**config.mk**
```make
export PLATFORM = sky130hd
export DESIGN_NAME = rmd_decoder
export DESIGN_NICKNAME = d
export VERILOG_FILES = /design/src/rtl/rmd_pkg.sv /design/src/rtl/rmd_datapath.sv /design/src/rtl/rmd_control.sv /design/src/rtl/rmd_decoder.sv
export SDC_FILE = /design/constraint.sdc
export NUM_CORES = 1
export LEC_CHECK = 0
export BUFFER_PORTS_ARGS = -buffer_cell sky130_fd_sc_hd__buf_4
export CORE_ASPECT_RATIO = 0.75
export CORE_MARGIN = 2
export CORE_UTILIZATION = 30
export CTS_CLUSTER_SIZE = 10
export DETAILED_ROUTE_END_ITERATION = 10
export HOLD_SLACK_MARGIN = 0.05
export MAX_ROUTING_LAYER = met4
export PLACE_DENSITY = 0.52
export SKIP_LAST_GASP = 1
export SYNTH_ARGS = -nofsm -noshare
export SYNTH_HDL_FRONTEND = slang
export SYNTH_SLANG_ARGS = --single-unit
export TNS_END_PERCENT = 100
```
**constraint.sdc**
```tcl
create_clock -name clk -period 2.5 [get_ports clk]
set_clock_uncertainty 0.1 [all_clocks]
set_input_delay 0.375 -clock clk [delete_from_list [all_inputs] [get_ports clk]]
set_output_delay 0.375 -clock clk [all_outputs]
set_load 0.1 [all_outputs]
```
**src/rtl/rmd_pkg.sv**
```systemverilog
package rmd_pkg;

  // Decoder phase: where the last rising edge left the bit stream.
  typedef enum logic [1:0] {
    ST_IDLE = 2'd0,  // waiting for the first edge of a message
    ST_ONE  = 2'd1,  // last edge was the middle of a one
    ST_ZERO = 2'd2   // last edge was the start of a zero cell
  } decState_t;

  // Measurement results handed from datapath to control.
  typedef struct packed {
    logic rise;      // synchronised rising edge this cycle
    logic binShort;  // interval below the short/middle threshold
    logic binMid;    // interval in the middle bin
    logic timeout;   // interval just reached the end-of-message limit
  } decFlags_t;

  // Strobes handed from control to datapath.
  typedef struct packed {
    logic clrCnt;
    logic firstVld;
    logic firstBit;
    logic secondVld;
    logic secondBit;
    logic endMsg;
  } decStrobe_t;

endpackage

```
**src/rtl/rmd_datapath.sv**
```systemverilog
module rmd_datapath
  import rmd_pkg::*;
#(
  parameter int Q_TICKS     = 40,
  parameter int SYNC_STAGES = 2
) (
  input  logic       clk,
  input  logic       rst,
  input  logic       tickEn,
  input  logic       lineIn,
  input  decStrobe_t strobe,
  output decFlags_t  flags,
  output logic       dataValid,
  output logic       dataBit,
  output logic       eom
);

  localparam int LIMIT_TICKS = 9 * Q_TICKS;
  localparam int SHORT_TICKS = 5 * Q_TICKS;
  localparam int MID_TICKS   = 7 * Q_TICKS;
  localparam int CW          = $clog2(LIMIT_TICKS + 2);
  localparam logic [CW-1:0] LIMIT_C = CW'(LIMIT_TICKS);
  localparam logic [CW-1:0] SAT_C   = CW'(LIMIT_TICKS + 1);
  localparam logic [CW-1:0] SHORT_C = CW'(SHORT_TICKS);
  localparam logic [CW-1:0] MID_C   = CW'(MID_TICKS);

  // Synchroniser chain plus one extra stage holding the previous level.
  logic [SYNC_STAGES:0] syncQ;
  always_ff @(posedge clk) begin
    if (rst) syncQ <= '0;
    else     syncQ <= {syncQ[SYNC_STAGES-1:0], lineIn};
  end

  logic riseDet;
  assign riseDet = syncQ[SYNC_STAGES-1] & ~syncQ[SYNC_STAGES];

  // Tick counter since the last rising edge, saturating one past the limit.
  logic [CW-1:0] cnt;
  always_ff @(posedge clk) begin
    if (rst)                        cnt <= '0;
    else if (strobe.clrCnt)         cnt <= '0;
    else if (tickEn && cnt != SAT_C) cnt <= cnt + 1'b1;
  end

  always_comb begin
    flags.rise     = riseDet;
    flags.binShort = (cnt < SHORT_C);
    flags.binMid   = (cnt >= SHORT_C) && (cnt < MID_C);
    flags.timeout  = tickEn && (cnt == LIMIT_C);
  end

  // Output stage with a one-deep slot for the second bit of a pair.
  logic pendVld, pendBit;
  always_ff @(posedge clk) begin
    if (rst) begin
      dataValid <= 1'b0;
      dataBit   <= 1'b0;
      pendVld   <= 1'b0;
      pendBit   <= 1'b0;
      eom       <= 1'b0;
    end else begin
      dataValid <= strobe.firstVld | pendVld;
      dataBit   <= strobe.firstVld ? strobe.firstBit : (pendVld & pendBit);
      pendVld   <= strobe.secondVld;
      pendBit   <= strobe.secondBit;
      eom       <= strobe.endMsg;
    end
  end

  a_r11_pend_single: assert property (@(posedge clk) disable iff (rst)
    pendVld |=> !pendVld);

  a_r11_pair_back_to_back: assert property (@(posedge clk) disable iff (rst)
    pendVld |-> dataValid);

  a_r11_eom_gap: assert property (@(posedge clk) disable iff (rst)
    eom |=> !dataValid);

  a_r10_cnt_hold: assert property (@(posedge clk) disable iff (rst)
    (!tickEn && !strobe.clrCnt) |=> $stable(cnt));

  a_r7_cnt_bound: assert property (@(posedge clk) disable iff (rst)
    cnt <= SAT_C);

  a_r8_valid_cause: assert property (@(posedge clk) disable iff (rst)
    $rose(dataValid) |-> $past(flags.rise || flags.timeout));

endmodule

```
**src/rtl/rmd_control.sv**
```systemverilog
module rmd_control
  import rmd_pkg::*;
(
  input  logic       clk,
  input  logic       rst,
  input  decFlags_t  flags,
  output decStrobe_t strobe,
  output logic       idle
);

  decState_t state, stateNxt;

  always_ff @(posedge clk) begin
    if (rst) state <= ST_IDLE;
    else     state <= stateNxt;
  end

  always_comb begin
    strobe   = '0;
    stateNxt = state;
    strobe.clrCnt = flags.rise;
    unique case (state)
      ST_IDLE: begin
        if (flags.rise) begin
          strobe.firstVld = 1'b1;
          strobe.firstBit = 1'b1;
          stateNxt        = ST_ONE;
        end
      end
      ST_ONE: begin
        if (flags.rise) begin
          strobe.firstVld = 1'b1;
          if (flags.binShort) begin
            strobe.firstBit = 1'b1;
          end else if (flags.binMid) begin
            strobe.secondVld = 1'b1;
            strobe.secondBit = 1'b0;
            stateNxt         = ST_ZERO;
          end else begin
            strobe.secondVld = 1'b1;
            strobe.secondBit = 1'b1;
          end
        end else if (flags.timeout) begin
          strobe.firstVld = 1'b1;
          strobe.firstBit = 1'b0;
          strobe.endMsg   = 1'b1;
          stateNxt        = ST_IDLE;
        end
      end
      ST_ZERO: begin
        if (flags.rise) begin
          strobe.firstVld = 1'b1;
          strobe.firstBit = !flags.binShort;
          if (!flags.binShort) stateNxt = ST_ONE;
        end else if (flags.timeout) begin
          strobe.endMsg = 1'b1;
          stateNxt      = ST_IDLE;
        end
      end
      default: stateNxt = ST_IDLE;
    endcase
  end

  assign idle = (state == ST_IDLE);

  a_r2_arm_on_first_edge: assert property (@(posedge clk) disable iff (rst)
    (state == ST_IDLE && flags.rise) |=> state == ST_ONE);

  a_r4_mid_bin_to_zero: assert property (@(posedge clk) disable iff (rst)
    (state == ST_ONE && flags.rise && flags.binMid) |=> state == ST_ZERO);

  a_r9_timeout_to_idle: assert property (@(posedge clk) disable iff (rst)
    (state != ST_IDLE && flags.timeout && !flags.rise) |=> state == ST_IDLE);

  a_r1_idle_stays_idle: assert property (@(posedge clk) disable iff (rst)
    (state == ST_IDLE && !flags.rise) |=> state == ST_IDLE);

endmodule

```
**src/rtl/rmd_decoder.sv**
```systemverilog
module rmd_decoder
  import rmd_pkg::*;
#(
  parameter int Q_TICKS     = 40,
  parameter int SYNC_STAGES = 2
) (
  input  logic clk,
  input  logic rst,
  input  logic tickEn,
  input  logic lineIn,
  output logic dataValid,
  output logic dataBit,
  output logic eom
);

  decFlags_t  flags;
  decStrobe_t strobe;
  logic       idle;

  rmd_datapath #(
    .Q_TICKS    (Q_TICKS),
    .SYNC_STAGES(SYNC_STAGES)
  ) datapath_i (
    .clk      (clk),
    .rst      (rst),
    .tickEn   (tickEn),
    .lineIn   (lineIn),
    .strobe   (strobe),
    .flags    (flags),
    .dataValid(dataValid),
    .dataBit  (dataBit),
    .eom      (eom)
  );

  rmd_control control_i (
    .clk   (clk),
    .rst   (rst),
    .flags (flags),
    .strobe(strobe),
    .idle  (idle)
  );

  a_r2_first_bit_one: assert property (@(posedge clk) disable iff (rst)
    (idle && flags.rise) |=> (dataValid && dataBit));

  a_r1_quiet_when_idle: assert property (@(posedge clk) disable iff (rst)
    (idle && !flags.rise) |=> !eom);

endmodule

```
==> results.json, run 1 <==
{
  "nets": 131,
  "ys_seq_area_frac": 0.394,
  "clk_pin_slew_worst_paths_ns": 0.07,
  "rsz0062_at_grt": "false",
  "overflow": 0,
  "cp_data_arrival_time_ns": 2.05,
  "yosysUniqueCellTypes": 32,
  "synth.net_count": 123,
  "cts_buffers": 3,
  "wl_mm": 1.79,
  "ys_async_sr_fraction": 0,
  "synth_area_leaders": "dfxtp_1 39%, ha_1 9.1%, nor2_1 5.8%",
  "finalSetupTns_ns": 0,
  "ys.flop_type": "dfxtp_1",
  "synth-edff-count": 0,
  "num_vias": 767,
  "crit_path_end_kind": "flip-flop",
  "post-route-period-util": 0.788,
  "tightestPinTransition_ns": 0.520,
  "max_slew_margin": 0.644,
  "layout_min_cycle_time_ns": 1.97,
  "min-delay-start": "lineIn",
  "grt_usage": 0.109,
  "clock_latency_ns": 0.26,
  "post-dp-hpwl_mm": 1.26,
  "synth_commonest_cells": "19 x dfxtp_1, 15 x nor2_1, 8 x a21oi_1",
  "cts.sinks": 19,
  "syn2layout_area_growth_pct": 13.1,
  "synth.most_common_cell": "dfxtp_1",
  "status": "completed",
  "start_util": 0.322,
  "die_w_um": 69.5,
  "ir_worst_vdd_mv": 0.185,
  "synth_cells": 112,
  "drc": 0,
  "slew_viol_final": 0,
  "cts_buffer_depth": 2,
  "fmax_mhz": 507,
  "worstPathRequired_ns": 2.58,
  "synth_top_area_share": 0.394,
  "io_buffers": 6,
  "cts_root_buf": "clkbuf_8",
  "diodes": 0,
  "drt_iter0_markers": 28,
  "drtAntennaViolNets": 0,
  "gp_congestion": 0.821,
  "core-area_um2": 3000,
  "cts_max_level": 1,
  "post_cts_buffers": 0,
  "regToRegStartpoint": "control_i.state[0]$_SDFFE_PP0P_",
  "finalSetupViolations": 0,
  "cts.repair.resized": 0,
  "yosys.area.top_type": "dfxtp_1",
  "antenna_found_initial": 0,
  "first_pass_iters": 4,
  "die_h_um": 53.1,
  "whs_ns": 0.223,
  "rows": 17,
  "vias_per_cell": 4.89,
  "ys_ff_latch": 19,
  "yosysWarningCount": 0,
  "wl_per_cell_um": 11.4,
  "ioPinCount": 7,
  "powerDensity_nw_per_um2": 632,
  "tritoncts": "done",
  "synth.avg_cell_area_um2": 8.62,
  "crit_fanout": 6,
  "cts_hold_buf": 0,
  "grt_pass1_wl_mm": 3.03,
  "syn_area_um2": 966,
  "cap_violations": 0,
  "grt_pass1_vias": 685,
  "hp-class": "primary input to flip-flop",
  "layout-drive-gt1-share": 0.101,
  "critPathKind": "flip-flop to flip-flop",
  "crit_start": "control_i.state[0]$_SDFFE_PP0P_",
  "power.leakage_nw": 0.400,
  "grt_max_degree": 11,
  "worstSetupStartpointType": "flip-flop",
  "fillers": 311,
  "hold_viol_final": 0,
  "floorplan.die_area_um2": 3690
}
cell usage in the layout, fill, tap and decap left out, types with 2 or more instances in the layout:
master	instances
xor2_1	5
nor2b_1	6
inv_1	7
nand2_1	7
xnor2_1	2
nor3_1	4
clkbuf_8	3
o21ai_0	2
mux2i_1	2
dfxtp_1	19
nand2b_1	3
ha_1	7
nor2_1	15
a211oi_1	2
nand3_1	3
buf_4	6
a21oi_1	8
nand4_1	2
registers in the layout, summed over array words and instances, names as in the netlist:
name and flops:
datapath_i.pendVld 1, datapath_i.eom 1, control_i.state 2, datapath_i.syncQ 3, datapath_i.cnt 9, datapath_i.dataValid 1
datapath_i.pendBit 1, datapath_i.dataBit 1
cell type report:
| cell class | instances | area [µm²] | share of cell area |
|---|---|---|---|
| Clock buffer | 4 | 45.0 | 0.0412 |
| Inverter | 7 | 26.3 | 0.0241 |
| Multi-Input combinational cell | 83 | 548 | 0.502 |
| Sequential cell | 19 | 380 | 0.348 |
| Tap cell | 38 | 47.5 | 0.0435 |
| Timing Repair Buffer | 6 | 45.0 | 0.0412 |
where the power goes:
group | internal (mW) | total, mW | switching, mW
combinational | 0.0559 | 0.139 | 0.0827
clock | 0.114 | 0.224 | 0.110
sequential | 0.315 | 0.328 | 0.0125
total | 0.485 | 0.690 | 0.205
layer usage:
layer  up-vias  GRT usage  part of all wire
li1        397          -                 -
met1       358      0.141              0.55
met2         7      0.159              0.40
met3         5     0.0229             0.020
met4         0     0.0686             0.027
met5         -          -                 0
cell families (layout without fill, tap and decap cells):
group           after synthesis  after routing  synth area share
fa+ha+maj                     7              7            0.0907
flops                        19             19             0.394
mux                           2              2            0.0207
compound gates               18             18             0.122
simple gates                 49             49             0.271
xor+xnor                      7              7            0.0635
buf+inv                      10             17            0.0389
worst paths after layout:
check / slack, ns / cells after the start / to
worst max-delay path: 0.53 / 7 / control_i.state[1]$_SDFFE_PP0P_
worst min-delay path: 0.22 / 2 / datapath_i.syncQ[0]$_SDFF_PP0_
worst max register to register: 0.53 / 7 / control_i.state[1]$_SDFFE_PP0P_
worst min register to register: 0.34 / 1 / datapath_i.syncQ[1]$_SDFF_PP0_
worst max-delay path: stages, from the launching register on:
cell and delay [ns]:
dfxtp_1 0.40, inv_1 0.08, ha_1 0.27, nor2b_1 0.16, o221ai_1 0.18, a21oi_1 0.09
or3_2 0.49, o32ai_1 0.12
stage by stage:
step	utilization	cell area [µm²]	instances	worst slack (ns)	power (mW)
detailed placement	0.349	1050	153	0.538	0.474
CTS	0.364	1090	157	0.520	0.697
global placement	0.349	1050	153	0.544	0.474
finish	0.364	1090	157	0.529	0.690
floorplan	-	966	112	0.691	0.445
global route	0.364	1090	157	0.324	0.727
Note: power is estimated with default switching activity, not from simulation.
==> run 2: changes to the inputs <==
Clock period 2.5 ns to 1.9 ns, I/O delays scaled along.
==> results.json, run 2 (synthesis gave the netlist of run 1 again) <==
{
  "top_register": "datapath_i.cnt",
  "worstSetupStartpointType": "flip-flop",
  "nets": 143,
  "p_sw_uw": 270,
  "cts_max_level": 1,
  "final_cell_count_no_fill": 169,
  "worstPathRequired_ns": 1.96,
  "final_common_cell": "buf_4",
  "wl_per_cell_um": 11.8,
  "cp_data_arrival_time_ns": 1.87,
  "diodes": 0,
  "vias_per_cell": 4.91,
  "ir_worst_vdd_mv": 0.440,
  "post-dp-hpwl_mm": 1.45,
  "preCtsSetupSlack_ns": 0.0273,
  "crit_fanout": 2,
  "grt_max_degree": 11,
  "setup_ws_ns": 0.0853,
  "critPathKind": "flip-flop to flip-flop",
  "cts_root_buf": "clkbuf_8",
  "power.leakage_nw": 0.466,
  "place_area_um2": 1130,
  "layout_min_cycle_time_ns": 1.81,
  "combPwrFrac": 0.250,
  "cts_buffers": 3,
  "rsz0062_at_grt": "true",
  "hold_viol_final": 0,
  "status": "completed",
  "cts_buffer_depth": 2,
  "num_vias": 829,
  "power_frac_seq": 0.454,
  "p_sw_frac": 0.289,
  "start_util": 0.322,
  "slew_viol_final": 0,
  "ioPinCount": 7,
  "fin_area_um2": 1210,
  "clk_pin_slew_worst_paths_ns": 0.06,
  "p_int_uw": 664,
  "largest_reg_flops": 9,
  "tightestPinTransition_ns": 0.384,
  "layout-drive-gt1-share": 0.229,
  "drc": 0,
  "die_w_um": 69.5,
  "final_cell_mix": "18 x buf_4, 17 x dfxtp_1, 15 x nor2_1, 8 x a21oi_1, 7 x nand2_1",
  "hp-class": "primary input to flip-flop",
  "gp_congestion": 0.835,
  "syn2layout_area_growth_pct": 25.0,
  "io_buffers": 6,
  "finalSetupViolations": 0,
  "wl_mm": 1.99,
  "powerDensity_nw_per_um2": 774,
  "floorplan.die_area_um2": 3690,
  "whs_ns": 0.142,
  "grt_pass1_wl_mm": 3.34,
  "drtAntennaViolNets": 0,
  "overflow": 0,
  "post-route-period-util": 0.955,
  "antenna_found_initial": 0,
  "clock_latency_ns": 0.26,
  "grt_pass1_vias": 737,
  "rows": 17,
  "top_regs": "datapath_i.cnt x9, datapath_i.syncQ x3, control_i.state x2",
  "grt_usage": 0.122,
  "crit_path_end_kind": "flip-flop",
  "first_pass_iters": 4,
  "die_h_um": 53.1,
  "cts.sinks": 19,
  "tritoncts": "done",
  "cap_violations": 0,
  "fmax_mhz": 551,
  "max_slew_margin": 0.741,
  "dp.cells": 164,
  "drt_iter0_markers": 31,
  "core-area_um2": 3000,
  "clock_power_share": 0.296,
  "finalSetupTns_ns": 0
}
## run 2: stage by stage
| step | util | power (mW) |
|---|---|---|
| after CTS | 0.392 | 0.942 |
| after floorplan | - | 0.586 |
| after global routing | 0.403 | 0.994 |
| after detailed placement | 0.377 | 0.656 |
| final | 0.403 | 0.935 |
| after global placement | 0.377 | 0.654 |
## run 2: final timing paths
| kind | endpoint | cells after the start | startpoint | slack [ns] |
|---|---|---|---|---|
| hold reg to reg | datapath_i.syncQ[1]$_SDFF_PP0_ | 1 | datapath_i.syncQ[0]$_SDFF_PP0_ | 0.34 |
| hold / removal | datapath_i.syncQ[0]$_SDFF_PP0_ | 2 | lineIn | 0.14 |
| setup reg to reg | control_i.state[1]$_SDFFE_PP0P_ | 7 | control_i.state[0]$_SDFFE_PP0P_ | 0.09 |
| setup / recovery | control_i.state[1]$_SDFFE_PP0P_ | 7 | control_i.state[0]$_SDFFE_PP0P_ | 0.09 |
## run 2: what timing repair did
action	in CTS	in global routing
resized for setup	0	8
endpoints found under the setup margin	0	3
hold buffers	0	0
setup buffers	0	1
## run 2: worst max-delay path: stages (launching register included)
cell	delay [ns]
dfxtp_1	0.33
inv_1	0.06
ha_1	0.22
nor2b_1	0.13
o221ai_1	0.16
a21oi_1	0.09
or3_2	0.48
o32ai_1	0.14
## run 2: area by class of cell
type | instances | area [µm²]
inverters | 7 | 26.3
repair buffers | 18 | 135
fillers | 310 | 1790
well taps | 38 | 47.5
clock buffers | 4 | 45.0
multi-input cells | 83 | 571
flip-flops and latches | 19 | 383
## run 2: layer usage
layer	part of all wire	global-route usage
met1	0.50	0.152
met2	0.44	0.189
met3	0.043	0.0286
met4	0.017	0.0588
met5	0	-
## run 2: power groups by stage
stage          clock (mW)  sequential, mW  combinational, mW
2_1_floorplan           0           0.452              0.134
3_3_place_gp            0           0.432              0.222
3_5_place_dp            0           0.433              0.223
4_1_cts             0.292           0.423              0.227
5_1_grt             0.306           0.426              0.262
6_report            0.277           0.424              0.233
